$ cat src/rtl/mpd_pkg.sv
package mpd_pkg;
  localparam int unsigned PIX_W   = 16;
  localparam int unsigned PIX_PER = 4;
  localparam int unsigned PAIRS   = PIX_PER / 2;
  localparam int unsigned NBANK   = 4;
  localparam int unsigned PAIR_W  = 2 * PIX_W;

  typedef enum logic [1:0] {
    BANK_UP_EVEN = 2'd0,
    BANK_UP_ODD  = 2'd1,
    BANK_LO_EVEN = 2'd2,
    BANK_LO_ODD  = 2'd3
  } bank_e;
endpackage

$ cat src/rtl/mpd_pos_track.sv
module mpd_pos_track #(
  parameter int unsigned POS_W = 7
) (
  input  logic             clk,
  input  logic             rst_n,
  input  logic             adv,
  input  logic [POS_W-1:0] width,
  output logic [POS_W-1:0] pos,
  output logic             wrap
);
  logic [POS_W:0]   sum;
  logic [POS_W:0]   limit;
  logic [POS_W-1:0] pos_d;
  logic [POS_W-1:0] pos_q;

  // Position counts pixels from the start of the current row pair.
  always_comb begin
    sum   = {1'b0, pos_q} + (POS_W+1)'(4);
    limit = {width, 1'b0};
    wrap  = (sum >= limit);
    pos_d = pos_q;
    if (adv) begin
      pos_d = wrap ? '0 : sum[POS_W-1:0];
    end
  end

  always_ff @(posedge clk or negedge rst_n) begin
    if (!rst_n) begin
      pos_q <= '0;
    end else if (adv) begin
      pos_q <= pos_d;
    end
  end

  assign pos = pos_q;
endmodule

$ cat src/rtl/mpd_lane_map.sv
module mpd_lane_map #(
  parameter int unsigned POS_W = 7,
  parameter int unsigned AW    = 4,
  parameter int unsigned OFF   = 0
) (
  input  logic [POS_W-1:0] pos,
  input  logic [POS_W-1:0] width,
  output logic [1:0]       bank,
  output logic [AW-1:0]    addr
);
  logic [POS_W-1:0] pix;
  logic [POS_W-1:0] col;
  logic             lower;

  // Row within the pair decides upper/lower; column bit 1 picks even/odd bank.
  always_comb begin
    pix   = pos + POS_W'(OFF);
    lower = (pix >= width);
    col   = lower ? (pix - width) : pix;
    bank  = {lower, col[1]};
    addr  = col[AW+1:2];
  end
endmodule

$ cat src/rtl/mpd_row_steer.sv
module mpd_row_steer
  import mpd_pkg::*;
#(
  parameter int unsigned MAX_ROW = 64,
  localparam int unsigned POS_W  = $clog2(2 * MAX_ROW),
  localparam int unsigned AW     = $clog2(MAX_ROW) - 2,
  localparam int unsigned BEAT_W = PIX_PER * PIX_W
) (
  input  logic                    clk,
  input  logic                    rst_n,
  input  logic                    beat_valid,
  input  logic [BEAT_W-1:0]       beat_data,
  input  logic [POS_W-1:0]        row_width,
  output logic [NBANK-1:0]        bank_we,
  output logic [NBANK*AW-1:0]     bank_addr,
  output logic [NBANK*PAIR_W-1:0] bank_wdata,
  output logic                    pair_ready
);
  logic [POS_W-1:0]        pos;
  logic                    wrap;
  logic [1:0]              lane_bank [PAIRS];
  logic [AW-1:0]           lane_addr [PAIRS];

  logic [NBANK-1:0]        we_d,    we_q;
  logic [NBANK*AW-1:0]     addr_d,  addr_q;
  logic [NBANK*PAIR_W-1:0] data_d,  data_q;
  logic                    rdy_d,   rdy_q;

  mpd_pos_track #(.POS_W(POS_W)) u_track (
    .clk   (clk),
    .rst_n (rst_n),
    .adv   (beat_valid),
    .width (row_width),
    .pos   (pos),
    .wrap  (wrap)
  );

  for (genvar g = 0; g < PAIRS; g++) begin : g_lane
    mpd_lane_map #(.POS_W(POS_W), .AW(AW), .OFF(2 * g)) u_map (
      .pos   (pos),
      .width (row_width),
      .bank  (lane_bank[g]),
      .addr  (lane_addr[g])
    );
  end

  // Two pairs of one beat never share a bank, so the merge is a plain steer.
  always_comb begin
    we_d   = '0;
    addr_d = addr_q;
    data_d = data_q;
    rdy_d  = beat_valid && wrap;
    if (beat_valid) begin
      for (int l = 0; l < PAIRS; l++) begin
        we_d[lane_bank[l]]                   = 1'b1;
        addr_d[lane_bank[l]*AW +: AW]        = lane_addr[l];
        data_d[lane_bank[l]*PAIR_W +: PAIR_W] = beat_data[l*PAIR_W +: PAIR_W];
      end
    end
  end

  always_ff @(posedge clk or negedge rst_n) begin
    if (!rst_n) begin
      we_q  <= '0;
      rdy_q <= 1'b0;
    end else begin
      we_q  <= we_d;
      rdy_q <= rdy_d;
    end
  end

  always_ff @(posedge clk or negedge rst_n) begin
    if (!rst_n) begin
      addr_q <= '0;
      data_q <= '0;
    end else if (beat_valid) begin
      addr_q <= addr_d;
      data_q <= data_d;
    end
  end

  assign bank_we    = we_q;
  assign bank_addr  = addr_q;
  assign bank_wdata = data_q;
  assign pair_ready = rdy_q;
endmodule

$ cat config.mk
export PLATFORM = sky130hd
export DESIGN_NAME = mpd_row_steer
export DESIGN_NICKNAME = d
export VERILOG_FILES = /design/src/rtl/mpd_pkg.sv /design/src/rtl/mpd_pos_track.sv /design/src/rtl/mpd_lane_map.sv /design/src/rtl/mpd_row_steer.sv
export SDC_FILE = /design/constraint.sdc
export NUM_CORES = 1
export LEC_CHECK = 0
export BUFFER_PORTS_ARGS = -buffer_cell sky130_fd_sc_hd__buf_2
export CAP_MARGIN = 0
export CORE_MARGIN = 2
export CORE_UTILIZATION = 38
export DETAILED_ROUTE_END_ITERATION = 10
export PLACE_DENSITY = 0.74
export SLEW_MARGIN = 20
export SYNTH_ARGS = -nofsm -noshare
export SYNTH_HDL_FRONTEND = slang
export SYNTH_SLANG_ARGS = --single-unit
$ cat constraint.sdc
create_clock -name clk -period 3.36 [get_ports clk]
set_input_delay 0.84 -clock clk [delete_from_list [all_inputs] [get_ports clk]]
set_output_delay 0.84 -clock clk [all_outputs]
set_load 0.05 [all_outputs]
# Word level (Yosys, flattened, before mapping)
# Cells that the tools add are included.
# word_totals
reg_bits,156
input_bits,74
output_inout_bits,149
elab_cells,44
# op_classes
addsub,8
magnitude_cmp,7
shift,8
n_mux,12
n_bitwise,1
reduce_logical,3
# ops
cell,n
$bwmux 128,2
$shift 32x34->128 const A,2
$shiftx 32x34->128,2
$neg 4->34,2
$neg 7->34,2
$shift 4x34->16 const A,2
$shiftx 4x34->16,2
$bwmux 16,2
$ge 7x7->1,2
$mux 6,2
$sub 6x6->6,2
$add 7x3->8 const B,1
$ge 8x8->1,1
$add 7x2->7 const B,1
$mux 7,1
$lt 2x3->1 const B,2
$demux 1 s2,2
$ge 2x1->1 const B,2
$mux 4,1
$or 4x4->4,1
$logic_and 1x1->1,3
$mux 1,2

# Logic depth before layout (Yosys ltp)
# Gate-level depths: netlist of the first run.
# depth
depth_word,9
mapped_depth,10

# Hierarchy
# From an unflattened synthesis of the first run, not the netlist that was laid out.
# unflattened
hier_cells,1033
area_unflattened_um2,9029.9
# modules_own_cells
mod,instances,cells_per_inst,area_each_um2,seq_area_each_um2
mpd_row_steer,1,865,7668.6,3728.6
mpd_pos_track,1,55,493.0,125.1
mpd_lane_map at g_lane[1].u_map,1,65,475.5,0.0
mpd_lane_map at g_lane[0].u_map,1,48,392.9,0.0

# Least setup slack after synthesis of the first run
# OpenSTA, ideal clock, no wires.
# synth_path
path_type,input to register
startpoint,in row_width[3]
endpoint,"reg data_q[100], in the netlist bank_wdata[100]"
setup_ns,0.078
arrival_time_ns,2.784
t_required_ns,3.282
setup_slack_ns,0.498
stages,10
path_buffers,3
path_cell_list,inv_1 ha_1 buf_6 a21o_1 a221o_1 a41o_1 buf_2 o21ai_4 buf_6 o2bb2ai_1
# synth_between
elab_chain_cells,6
elab_cells_between_ends,12
classes_between,add/sub: 2; order compare: 2; shift: 4; mux: 4
# synth_rtl
item,line,source
"start, declared",mpd_row_steer.sv:13,"input logic [POS_W-1:0] row_width,"
$ge 7x7->1,mpd_lane_map.sv:18,lower = (pix >= width);
$mux 6,mpd_lane_map.sv:19,col = lower ? (pix - width) : pix;
$neg 7->34,mpd_row_steer.sv:57,data_d[lane_bank[l]*PAIR_W +: PAIR_W] = beat_data[l*PAIR_W +: PAIR_W];
$shiftx 32x34->128 or $shift 32x34->128 (tied branches),mpd_row_steer.sv:57,
$bwmux 128,mpd_row_steer.sv:57,
$bwmux 128 *,mpd_row_steer.sv:57,
"end signal, assigned",mpd_row_steer.sv:78,data_q <= data_d;
"end, declared",mpd_row_steer.sv:26,"logic [NBANK*PAIR_W-1:0] data_d, data_q;"
# Mark *: on every way between the ends. The rest lies on a longest branch, timed or not.
# A chain may end at the register's enable or synchronous reset.

# Worst setup path after layout of the first run
# layout_path
startpoint,in row_width[3]
endpoint,"reg data_q[81], in the netlist bank_wdata[81]"
# Same word-level chain as after synthesis.

==> Flow_metrics.wiki, run 1 <==
{| class="wikitable"
! Metric !! Value
|-
| Unrepaired setup endpoints after global routing || no
|-
| Final routed DRC violation total || 0
|-
| Total Die Area || approximately 19000 sq um
|-
| Number of placed I/O pins || ~220
|-
| Area inside the core boundary || around 18000 sq um
|-
| Initial core utilization || 0.386
|-
| Post-synth EDFFs || 0
|-
| Routed vias || 5339
|-
| Setup Fix Bufs, Post-CTS || 0
|-
| Area grow syn2layout || 28.8%
|-
| Mapped Nets || 613
|-
| Arrival time at the worst endpoint || 3040 ps
|-
| Top cells by area in the synthesized netlist || sky130_fd_sc_hd__dfrtp_1 (56%), sky130_fd_sc_hd__mux2_2 (12%), sky130_fd_sc_hd__o2bb2ai_1 (8.9%)
|-
| Ratio of routed vias to standard cells || 5.45
|-
| Result of the run || finished, final reports clean
|-
| Global-route total usage across every layer || 0.199
|-
| Maxcap violations || 0
|-
| CTS tree || built
|-
| Most common cell after layout, fill and taps aside || sky130_fd_sc_hd__buf_2
|-
| Tightest slew margin relative to the limit || 0.498
|-
| Hold WC Path Type || input port to asynchronous set/reset pin
|-
| Congestion Overflow GR || 0
|-
| Startpoint type of the worst setup path || input port
|-
| Die height || around 140 microns
|-
| Time the final worst path needs with I/O delays and setup || 2750 ps
|-
| Synthesized flop and latch total || roughly 150
|-
| Start-to-end type of the worst setup path || input port to flop
|-
| Post-DR wirelength/cell || 18.9 microns
|-
| Number of buffer cells added on primary ports || 222
|-
| Number of unique standard cell types used by synthesis || 40
|-
| Number of endpoints with negative hold slack in the final report || 0
|-
| R2R Setup Slk || 660 ps
|-
| Number of sinks on the clock net || 154
|-
| Clock Pin Slew Worst Setup and Hold Paths || 70 ps
|-
| Register area share after synthesis || 0.560
|-
| Cells after Synth || 520
|-
| Achievable Freq || 0.364 GHz
|-
| Net count of the finished layout || 831
|-
| Count of synthesis-stage warnings from yosys || 0
|-
| Setup_tns || 0 ps
|-
| Die X-Extent || 139 microns
|-
| Clock latency reported for the late side of the worst-skew pair || 420 ps
|-
| Syn Area/Cell || 13.2 sq um
|-
| Post-synthesis instance area || around 7000 sq um
|-
| Routability cong. || 0.809
|-
| DRT Pass-1 Iters || 4
|-
| Number of placement rows || 49
|-
| Antenna-violating nets left || 0
|-
| Vias in the first global route || 5617
|-
| Num CTS Buffers || 17
|-
| Total detailed-routing wirelength || 18500 microns
|-
| Worst path max stage delay || 410 ps
|-
| Bufs on Longest Clock Path || 2
|-
| Clock root buffer master || sky130_fd_sc_hd__clkbuf_16
|-
| Cell-by-cell trace of the critical path || buf_2 -> inv_1 -> ha_1 -> a21o_1 -> a221o_1 -> a41o_2 -> buf_4 -> a22oi_1 -> o2bb2ai_1
|-
| Cell type with the highest aggregate area in the netlist || sky130_fd_sc_hd__dfrtp_1
|-
| Count of hold buffers inserted by post-cts repair || 0
|-
| Worst Max-Slew Pin Slew || around 740 ps
|-
| Antenna Cells || 0
|-
| Fin crit share || 0.817
|-
| Async SR Flop Fraction || 1.00
|-
| Largest net degree at the start of global routing || 74
|-
| Final setup violating endpoints || 0
|-
| Initial antenna violation count || 0
|-
| Gates resized, CTS repair || 0
|-
| Final Max Slew Viols || 0
|-
| HPWL after detailed placement || 13000 microns
|-
| Crit. End Element || flop
|-
| Main synth FF type || sky130_fd_sc_hd__dfrtp_1
|-
| Iter 0 DRT Violations || 182
|-
| Top fanout value on the critical path || 26
|-
| H-tree depth reported by CTS || 4
|-
| Share of final-layout standard cells stronger than drive strength 1 || 0.475
|-
| Area fraction of the dominant cell type after synthesis || 0.560
|-
| Wire length of the first global-routing pass || 30500 microns
|-
| Most frequent cells in the layout || sky130_fd_sc_hd__buf_2 (221), sky130_fd_sc_hd__dfrtp_1 (154), sky130_fd_sc_hd__mux2_2 (73), sky130_fd_sc_hd__a22oi_1 (70), sky130_fd_sc_hd__o2bb2ai_1 (70)
|-
| Setup clock skew after layout || ~12 ps
|-
| Required arrival time at the worst endpoint || approximately 3700 ps
|-
| Cell with the largest stage delay on the worst path || sky130_fd_sc_hd__ha_1
|}
## per-stage QoR
stage / instance area (sq um) / worst slack, ps / std cells / hold WS (ps) / util
5_1_grt: 8860 / 498 / 980 / 332 / 0.497
6_report: 8860 / 614 / 980 / 315 / 0.497
3_5_place_dp: 8250 / 227 / 948 / 468 / 0.463
4_1_cts: 8860 / 617 / 980 / 315 / 0.497
3_3_place_gp: 8250 / 269 / 948 / 467 / 0.463
2_1_floorplan: 6880 / 498 / 520 / 544 / -
## synthesized netlist by cell type (all sizes together) (2+ instances only)
cell	instances
a21o	3
a21oi	7
a221o	2
a22o	6
a22oi	70
a41o	2
a41oi	2
and3	2
buf	20
clkbuf	22
dfrtp	154
ha	19
inv	15
mux2	73
nand2	4
nand3	4
nor2	7
nor2b	3
nor3	4
o21a	2
o21ai	7
o2bb2ai	70
o32ai	2
xnor2	6
xor2	4
## critical path, delay by kind of cell
family / cells / cell delay (ps)
compound gates: 5 / 1370
fa+ha+maj: 1 / 410
buf+inv: 3 / 400
## worst paths after layout
check	from	endpoint	cells past startpoint
max	row_width[3]	bank_wdata[81]	9
min	rst_n	bank_addr[2]	1
max in group asynchronous	rst_n	bank_wdata[83]	2
min reg2reg	bank_wdata[112]	bank_wdata[112]	1
max reg2reg	u_track.pos[2]	u_track.pos[2]	8
min in group clk	bank_wdata[112]	bank_wdata[112]	1
## cell type report
class / instances / area (sq um)
multi-input combinational: 309 / 2760
timing repair buffer: 241 / 1300
sequential: 154 / 3850
tap: 229 / 287
inverter: 15 / 56.3
clock inverter: 13 / 154
clock buffer: 19 / 453
fill: 1596 / 8980
## cell families (layout without fill, tap and decap cells)
kind of cell	after synthesis	after routing	share of synthesized area
DFF	154	154	0.560
xor gates and xnor gates	10	10	0.0127
and+or+nand+nor	29	29	0.0235
buffers and inverters	57	288	0.0407
muxes	73	73	0.119
adders and majority gates	19	19	0.0346
AOI/OAI and AO/OA	178	178	0.209
## state kept, by name (all words and copies together) (netlist names)
signal       flops
pair_ready       1
bank_we          4
bank_addr       16
u_track.pos      5
bank_wdata     128
## layer usage
layer  vias to the layer above  wire [microns]  GRT usage
met1                      2678            7980      0.260
li1                       2443               -          -
met2                       194            8970      0.323
met4                         0             351     0.0618
met5                         -               0          0
met3                        24            1180     0.0559
Power of run 1 is not shown: default switching activity piles up to over one toggle a cycle in this logic, so the estimate is an artifact.
==> inputs of run 2 (changes only) <==
==> constraint.sdc (replaced) <==
create_clock -name clk -period 2.6 [get_ports clk]
set_input_delay 0.65 -clock clk [delete_from_list [all_inputs] [get_ports clk]]
set_output_delay 0.65 -clock clk [all_outputs]
set_load 0.05 [all_outputs]
==> Flow_metrics.wiki, run 2 (synthesis gave the netlist of run 1 again) <==
{| class="wikitable"
! Metric !! Value
|-
| Result of the run || finished, final reports clean (unchanged)
|-
| Share of final-layout standard cells stronger than drive strength 1 || 0.492 (was 0.475)
|-
| Total detailed-routing wirelength || 19000 microns (was 18500 microns)
|-
| Cell internal power dissipation || 0.00732 W
|-
| H-tree depth reported by CTS || 4 (unchanged)
|-
| Initial core utilization || 0.386 (unchanged)
|-
| Worst voltage drop across the vdd grid || 0.936 mV
|-
| Final Max Slew Viols || 0 (unchanged)
|-
| Unrepaired setup endpoints after global routing || no (unchanged)
|-
| Clock latency reported for the late side of the worst-skew pair || 410 ps (was 420 ps)
|-
| Final routed DRC violation total || 0 (unchanged)
|-
| Clock Pin Slew Worst Setup and Hold Paths || 70 ps (about the same)
|-
| Final setup violating endpoints || 0 (unchanged)
|-
| Total power divided by cell area || 1600 nW/um^2
|-
| Number of placement rows || 49 (unchanged)
|-
| Global-route total usage across every layer || 0.201 (was 0.199)
|-
| Worst Max-Slew Pin Slew || 567 ps (was 745 ps)
|-
| Number of buffer cells added on primary ports || 222 (unchanged)
|-
| Clock root buffer master || sky130_fd_sc_hd__clkbuf_16 (unchanged)
|-
| Achievable Freq || 0.418 GHz
|-
| CTS tree || built (unchanged)
|-
| Switching power || 0.00724 W
|-
| Number of placed I/O pins || 223 (unchanged)
|-
| Switching part of the total power || 0.497
|-
| Congestion Overflow GR || 0 (unchanged)
|-
| Routability cong. || 0.795 (was 0.809)
|-
| Bufs on Longest Clock Path || 2 (unchanged)
|-
| Reported leakage power || 4.28 nW
|-
| Logic gate share of total power || 0.552
|-
| Cell-by-cell trace of the critical path || ha_1 -> and3_1 -> a221o_1 -> a41o_2 -> o21ai_4 -> buf_12 -> o2bb2ai_1 (was buf_2 -> inv_1 -> ha_1 -> a21o_1 -> a221o_1 -> a41o_2 -> buf_4 -> a22oi_1 -> o2bb2ai_1)
|-
| Wire length of the first global-routing pass || 30900 microns (was 30500 microns)
|-
| DRT Pass-1 Iters || 5 (was 4)
|-
| Delay-heaviest family, CP || compound AO/OA/AOI/OAI gates (unchanged)
|-
| Setup clock skew after layout || 10.0 ps (was 12.0 ps)
|-
| Number of sinks on the clock net || 154 (unchanged)
|-
| Maxcap violations || 0 (unchanged)
|-
| Number of endpoints with negative hold slack in the final report || 0 (unchanged)
|-
| HPWL after detailed placement || 13300 microns (was 13000 microns)
|-
| Net count of the finished layout || 853 (was 831)
|-
| Num CTS Buffers || 17 (unchanged)
|-
| Antenna Cells || 0 (unchanged)
|-
| Tightest slew margin relative to the limit || 0.622 (was 0.498)
|-
| Setup WS post-layout || 209 ps (was 614 ps)
|-
| Max reg flops || 128 (unchanged)
|-
| Required arrival time at the worst endpoint || 2920 ps (was 3650 ps)
|-
| Largest net degree at the start of global routing || 68 (was 74)
|-
| Routed vias || 5521 (was 5339)
|-
| Worst path max stage delay || 450 ps (was 410 ps)
|-
| Start-to-end type of the worst setup path || flop to flop (was input port to flop)
|-
| Count of filler cells inserted in the layout || 1568 (was 1596)
|-
| Ratio of routed vias to standard cells || 5.51 (was 5.45)
|-
| Fin crit share || 0.920
|-
| Vias in the first global route || 5696 (was 5617)
|-
| Die height || 139 microns (unchanged)
|-
| Most frequent cells in the layout || sky130_fd_sc_hd__buf_2 (221), sky130_fd_sc_hd__dfrtp_1 (152), sky130_fd_sc_hd__mux2_2 (73), sky130_fd_sc_hd__a22oi_1 (70), sky130_fd_sc_hd__o2bb2ai_1 (70) (was sky130_fd_sc_hd__buf_2 (221), sky130_fd_sc_hd__dfrtp_1 (154), sky130_fd_sc_hd__mux2_2 (73), sky130_fd_sc_hd__a22oi_1 (70), sky130_fd_sc_hd__o2bb2ai_1 (70))
|-
| Most common cell after layout, fill and taps aside || sky130_fd_sc_hd__buf_2 (unchanged)
|-
| Initial antenna violation count || 0 (unchanged)
|-
| Pre-CTS worst setup slack || -115 ps (was 227 ps)
|-
| Cell total after placement || 970 (was 948)
|-
| Antenna-violating nets left || 0 (unchanged)
|-
| Relative contribution of sequential cells to total power || 0.278
|-
| Fraction of power consumed by the clock network || 0.170
|-
| Total Die Area || 19200 sq um (unchanged)
|-
| Hold WC Path Type || input port to asynchronous set/reset pin (unchanged)
|-
| Non-filler instance count after layout || 1002 (was 980)
|-
| Post-DR wirelength/cell || 19.0 microns (was 18.9 microns)
|-
| Time the final worst path needs with I/O delays and setup || 2390 ps
|-
| Cell with the largest stage delay on the worst path || sky130_fd_sc_hd__dfrtp_2 (was sky130_fd_sc_hd__ha_1)
|-
| Startpoint type of the worst setup path || flop (was input port)
|-
| Iter 0 DRT Violations || 290 (was 182)
|-
| Die X-Extent || 139 microns (unchanged)
|-
| Area grow syn2layout || 32.6% (was 28.8%)
|-
| Total buffers and inverters traversed by the critical path || 1 (was 3)
|-
| Crit. End Element || flop (unchanged)
|-
| Area inside the core boundary || 17800 sq um (unchanged)
|-
| Setup_tns || 0 ps (unchanged)
|-
| Top fanout value on the critical path || 21 (was 26)
|-
| Arrival time at the worst endpoint || 2720 ps (was 3040 ps)
|}
## run 2: changes by cell type in the layout (fill, tap and decap cells not counted), moves of 2 or more
cell and delta:
sky130_fd_sc_hd__clkbuf_1 +2, sky130_fd_sc_hd__dfrtp_2 +2, sky130_fd_sc_hd__buf_4 +13, sky130_fd_sc_hd__inv_6 -2
sky130_fd_sc_hd__clkinv_4 +2, sky130_fd_sc_hd__dfrtp_1 -2, sky130_fd_sc_hd__buf_12 +9
## run 2: per-stage QoR
step | util | power [W] | area (sq um) | hold slack (ps)
after floorplan | - | 0.00995 | 6900 | 354
after CTS | 0.511 | 0.0147 | 9120 | 109
after global routing | 0.511 | 0.0153 | 9120 | 112
after global placement | 0.478 | 0.0120 | 8530 | 467
after detailed placement | 0.478 | 0.0121 | 8530 | 468
final | 0.511 | 0.0146 | 9120 | 115
## run 2: final cells by class
| type | count | area [sq um] | area share |
|---|---|---|---|
| Multi-Input combinational cell | 309 | 2760 | 0.303 |
| Sequential cell | 154 | 3860 | 0.423 |
| Inverter | 15 | 56.3 | 0.00617 |
| Tap cell | 229 | 287 | 0.0314 |
| Clock buffer | 20 | 447 | 0.0490 |
| Timing Repair Buffer | 263 | 1580 | 0.173 |
| Clock inverter | 12 | 140 | 0.0154 |
## run 2: timing repair
action | CTS | global route
setup buffers | 0 | 0
resized for setup | 0 | 3
hold buffers | 0 | 0
endpoints found under the setup margin | 0 | 3
## run 2: final timing paths
| path | slack (ps) | start | endpoint | depth (start not counted) |
|---|---|---|---|---|
| hold reg to reg | 490 | bank_wdata[118] | bank_wdata[118] | 1 |
| hold / removal | 110 | rst_n | bank_addr[5] | 1 |
| max in group asynchronous | 1820 | rst_n | bank_wdata[26] | 2 |
| setup / recovery | 210 | u_track.pos[3] | bank_wdata[115] | 7 |
| setup reg to reg | 210 | u_track.pos[3] | bank_wdata[115] | 7 |
| min in group clk | 490 | bank_wdata[118] | bank_wdata[118] | 1 |
## run 2: routing by layer
metal / vias up / track usage / part of all wire
li1: 2493 / - / -
met1: 2806 / 0.273 / 0.44
met2: 211 / 0.326 / 0.49
met3: 11 / 0.0494 / 0.059
met4: 0 / 0.0521 / 0.0090
met5: - / 0 / 0
## run 2: power groups by stage
| stage | Combinational [W] | Clock [W] | Sequential (W) |
|---|---|---|---|
| final | 0.00803 | 0.00248 | 0.00405 |
| after global routing | 0.00842 | 0.00265 | 0.00419 |
| after CTS | 0.00808 | 0.00253 | 0.00405 |
| after detailed placement | 0.00807 | 0 | 0.00406 |
| after global placement | 0.00796 | 0 | 0.00405 |
| after floorplan | 0.00231 | 0 | 0.00764 |
Note: power is estimated with default switching activity, not from simulation.
